===== src/rtl/sdh_rx_descrambler.sv =====
module sdh_rx_descrambler #(
  parameter int N      = 3,
  parameter int ROW_W  = 4,
  parameter int COL_W  = 10,
  parameter int SLOT_W = 4
) (
  input  logic              clk,
  input  logic              rst_n,
  input  logic              descr_en,
  input  logic              frame_ok,
  input  logic              in_valid,
  input  logic [7:0]        in_byte,
  input  logic [ROW_W-1:0]  in_row,
  input  logic [COL_W-1:0]  in_col,
  input  logic [SLOT_W-1:0] in_slot,
  output logic              out_valid,
  output logic [7:0]        out_byte,
  output logic [ROW_W-1:0]  out_row,
  output logic [COL_W-1:0]  out_col,
  output logic [SLOT_W-1:0] out_slot
);
  localparam logic [COL_W-1:0] OH_LAST    = COL_W'(3 * N);
  localparam logic [COL_W-1:0] RELOAD_COL = COL_W'(3 * N + 1);

  logic [6:0] prbs_q, seed, prbs_nxt;
  logic [7:0] mask;

  wire at_row1  = (in_row == ROW_W'(1));
  wire is_fixed = at_row1 && (in_col != '0) && (in_col <= OH_LAST);
  wire reload   = at_row1 && (in_col == RELOAD_COL);
  wire advance  = in_valid && frame_ok;
  wire apply    = frame_ok && descr_en && !is_fixed;

  assign seed = reload ? 7'h7F : prbs_q;

  always_comb begin
    logic [6:0] s;
    s = seed;
    for (int i = 0; i < 8; i++) begin
      mask[7-i] = s[6];
      s = {s[5:0], s[5] ^ s[6]};
    end
    prbs_nxt = s;
  end

  always_ff @(posedge clk) begin
    if (!rst_n) begin
      prbs_q    <= 7'h7F;
      out_valid <= 1'b0;
      out_byte  <= '0;
      out_row   <= '0;
      out_col   <= '0;
      out_slot  <= '0;
    end else begin
      if (advance) prbs_q <= prbs_nxt;
      out_valid <= in_valid;
      out_byte  <= apply ? (in_byte ^ mask) : in_byte;
      out_row   <= in_row;
      out_col   <= in_col;
      out_slot  <= in_slot;
    end
  end

  AST_TAG_LATENCY: assert property (@(posedge clk) disable iff (!rst_n)
    1'b1 |=> (out_valid == $past(in_valid) && out_row == $past(in_row) && out_col == $past(in_col)));
  AST_FIRST_KEY: assert property (@(posedge clk) disable iff (!rst_n)
    (in_valid && frame_ok && descr_en && reload) |=> (out_byte == ($past(in_byte) ^ 8'hFE)));
  AST_OH_PASS: assert property (@(posedge clk) disable iff (!rst_n)
    (in_valid && is_fixed) |=> (out_byte == $past(in_byte)));
  AST_BYPASS: assert property (@(posedge clk) disable iff (!rst_n)
    (in_valid && !descr_en) |=> (out_byte == $past(in_byte)));
  AST_HOLD_NOFRAME: assert property (@(posedge clk) disable iff (!rst_n)
    (!frame_ok) |=> (prbs_q == $past(prbs_q)));
  AST_HOLD_IDLE: assert property (@(posedge clk) disable iff (!rst_n)
    (!in_valid) |=> (prbs_q == $past(prbs_q)));
endmodule


===== config.mk =====
export PLATFORM = sky130hd
export DESIGN_NAME = sdh_rx_descrambler
export DESIGN_NICKNAME = d
export VERILOG_FILES = /design/src/rtl/sdh_rx_descrambler.sv
export SDC_FILE = /design/constraint.sdc
export NUM_CORES = 1
export LEC_CHECK = 0
export ABC_AREA = 1
export BUFFER_PORTS_ARGS = -buffer_cell sky130_fd_sc_hd__buf_4
export CAP_MARGIN = 20
export CORE_ASPECT_RATIO = 0.5
export CORE_MARGIN = 3
export CORE_UTILIZATION = 50
export DETAILED_ROUTE_END_ITERATION = 12
export PLACE_DENSITY = 0.82
export SETUP_SLACK_MARGIN = 0.1
export SYNTH_ARGS = -nofsm -noshare
export SYNTH_HDL_FRONTEND = slang
export SYNTH_SLANG_ARGS = --single-unit

===== constraint.sdc =====
create_clock -name clk -period 2 [get_ports clk]
set_input_delay 0.2 -clock clk [delete_from_list [all_inputs] [get_ports clk]]
set_output_delay 0.2 -clock clk [all_outputs]
set_load 0.02 [all_outputs]

==> impl_metrics.toml <==
[synthesis]
yosysTopAreaCell = "dfxtp_1"
yosys_register_bits = 34
synth_area_leaders = "dfxtp_1 46%, nand2_1 15%, inv_1 8.2%"
avgSynthCellArea_um2 = 7.44
synth_area_mm2 = 0.00147
synth_fp_nets = 228
synth_cell_type_count = 18
ys.warnings.count = 0
synth.top_cell.area_share = 0.465
syn_inst = 197
ys_seq_area_frac = 0.465

[layout]
mostFrequentLayoutCell = "nand2_1"
n_antenna_cell = 0
layout_common_cells = "60 x nand2_1, 58 x buf_4, 34 x dfxtp_1"
nNetsFinal = 289
drive_above_1_share = 0.320
area_delta_synth_final_pct = 37.8

[power_and_ir_drop]
p_leak_nw = 1.13
power.density_mw_per_mm2 = 771
ir_drop_v = 0.000444

[sta]
setup_viol = 0
timing.fmax_mhz = 816
rsz0062_at_grt = "no"
fin_ws_ns = 0.775
skew_ns = 0.00381
hold_viol = 0
drv_slew = 0
finalSetupTns_ns = 0
fin_crit_sh = 0.613
slew_headroom = 0.803
post-route-min-period_ns = 1.23
tightestPinTransition_ns = 0.295

[critical_path]
r2r_start = "prbs_q[5]"
reg2reg_to = "prbs_q[1]"
cp.required_ns = 2.17
path_class = "input port to register"
critPathCaptureType = "register"
worst-path-max-fanout = 10
reg2reg_slack_ns = 0.84
crit_arrival_ns = 1.40
startpoint = "in_row[0]"
start_kind = "input port"
rr_worst_depth = 6
timing.critical_path.to = "prbs_q[1]"

[floorplan]
initial_utilization = 0.546
dieArea_mm2 = 0.00366
rows = 13
pin_count = 58
die_w_um = 82.6
die_h_um = 44.3
core_mm2 = 0.00268

[cts]
cts_tree = "done"
clkLatencyLatePin_ns = 0.28
htreeDepth = 2
post_cts.repair.setup_buffers = 0
clock_path_buffers = 2
ctsResizeCount = 0
cts_sinks = 34
cts-root-buf = "clkbuf_8"
ctsHoldBuffers = 0
clk_pin_slew_worst_paths_ns = 0.07
numCtsBuffers = 5

[global_route]
grtUsageTotal = 0.193
antenna_found_initial = 0
grt_pass1_vias = 1205
overflow = 0
grt_pass1_wl_um = 5110
grt_start_max_net_pins = 26

[place]
dp_slack_ns = 0.498
portBuffers = 57
gp_congestion = 0.816
dp_hpwl_um = 2500

[detailed_routing]
drc_errors = 0
firstDrtPassIters = 4
ant_nets = 0
vias = 1349
drtIter0Drc = 92
via_per_inst = 4.56
drt-total-wl_um = 3250
wire_per_inst_um = 11.0

[run_status]
status = "finished clean"

[flow_run]
drv_cap = 0

[worst_hold_path]
hp-class = "input port to register"
hp-start = "in_slot[2]"
## cell usage after synthesis
cell type	number
nand2_1	60
dfxtp_1	34
inv_1	32
nor2_1	17
a21oi_1	11
nand3_1	7
o21ai_0	6
nand2_4	5
xor2_2	5
o22ai_1	4
clkbuf_1	3
clkinv_1	3
inv_2	2
nand2_2	2
nor2_2	2
xor2_1	2
buf_6	1
o21ai_2	1
## per-layer routing
metal | global-route usage | wire (µm) | vias up
li1 | - | - | 709
met1 | 0.212 | 1380 | 598
met2 | 0.334 | 1580 | 37
met3 | 0.102 | 262 | 5
met4 | 0.0489 | 28 | 0
met5 | 0 | 0 | -
## layout make-up
class | instances | area [µm²]
Timing Repair Buffer | 58 | 435
Clock buffer | 6 | 82.6
Sequential cell | 34 | 681
Tap cell | 37 | 46.3
Fill cell | 220 | 664
Inverter | 37 | 139
Clock inverter | 2 | 12.5
Multi-Input combinational cell | 122 | 623
## cells by family after synthesis
kind of cell | after synthesis | share of synthesized area
simple gates | 93 | 0.277
buf+inv | 41 | 0.110
flops | 34 | 0.465
compound gates | 22 | 0.0811
xor+xnor | 7 | 0.0675
## registers in the layout (all words and copies together) (netlist names)
name       count
out_slot       4
out_row        4
out_valid      1
out_byte       8
out_col       10
prbs_q         7
## power by group
group	internal, W	switching (W)
sequential	0.000719	0.0000146
clock	0.000277	0.000252
combinational	0.000131	0.000164
## critical path, cell delays in order
cell and delay (ns):
buf_4 0.11, inv_1 0.04, nor2_1 0.05, nand2_1 0.06, nor2_1 0.04, nand2_2 0.07, buf_4 0.23, o21ai_2 0.09
nor2_1 0.27, nand2_1 0.08, nand3_1 0.08, nand2_1 0.07
## metrics by stage
| step | total power [W] | hold WS [ns] | utilization | cell area [µm²] | cells |
|---|---|---|---|---|---|
| after floorplan | 0.000915 | 0.293 | - | 1470 | 197 |
| final | 0.00156 | 0.0976 | 0.752 | 2020 | 296 |
| after CTS | 0.00158 | 0.0898 | 0.752 | 2020 | 296 |
| after global routing | 0.00165 | 0.0915 | 0.752 | 2020 | 296 |
| after global placement | 0.00103 | 0.380 | 0.717 | 1920 | 288 |
| after detailed placement | 0.00104 | 0.386 | 0.717 | 1920 | 288 |
## worst min-delay path by stage
stage | to | cells past startpoint | slack (ns)
2_1_floorplan | out_col[0] | 2 | 0.29
3_3_place_gp | out_slot[2] | 3 | 0.38
3_5_place_dp | out_slot[0] | 3 | 0.39
4_1_cts | out_slot[2] | 3 | 0.09
5_1_grt | out_slot[1] | 3 | 0.09
6_report | out_slot[2] | 3 | 0.1
Power figures use the tool's default switching activity.
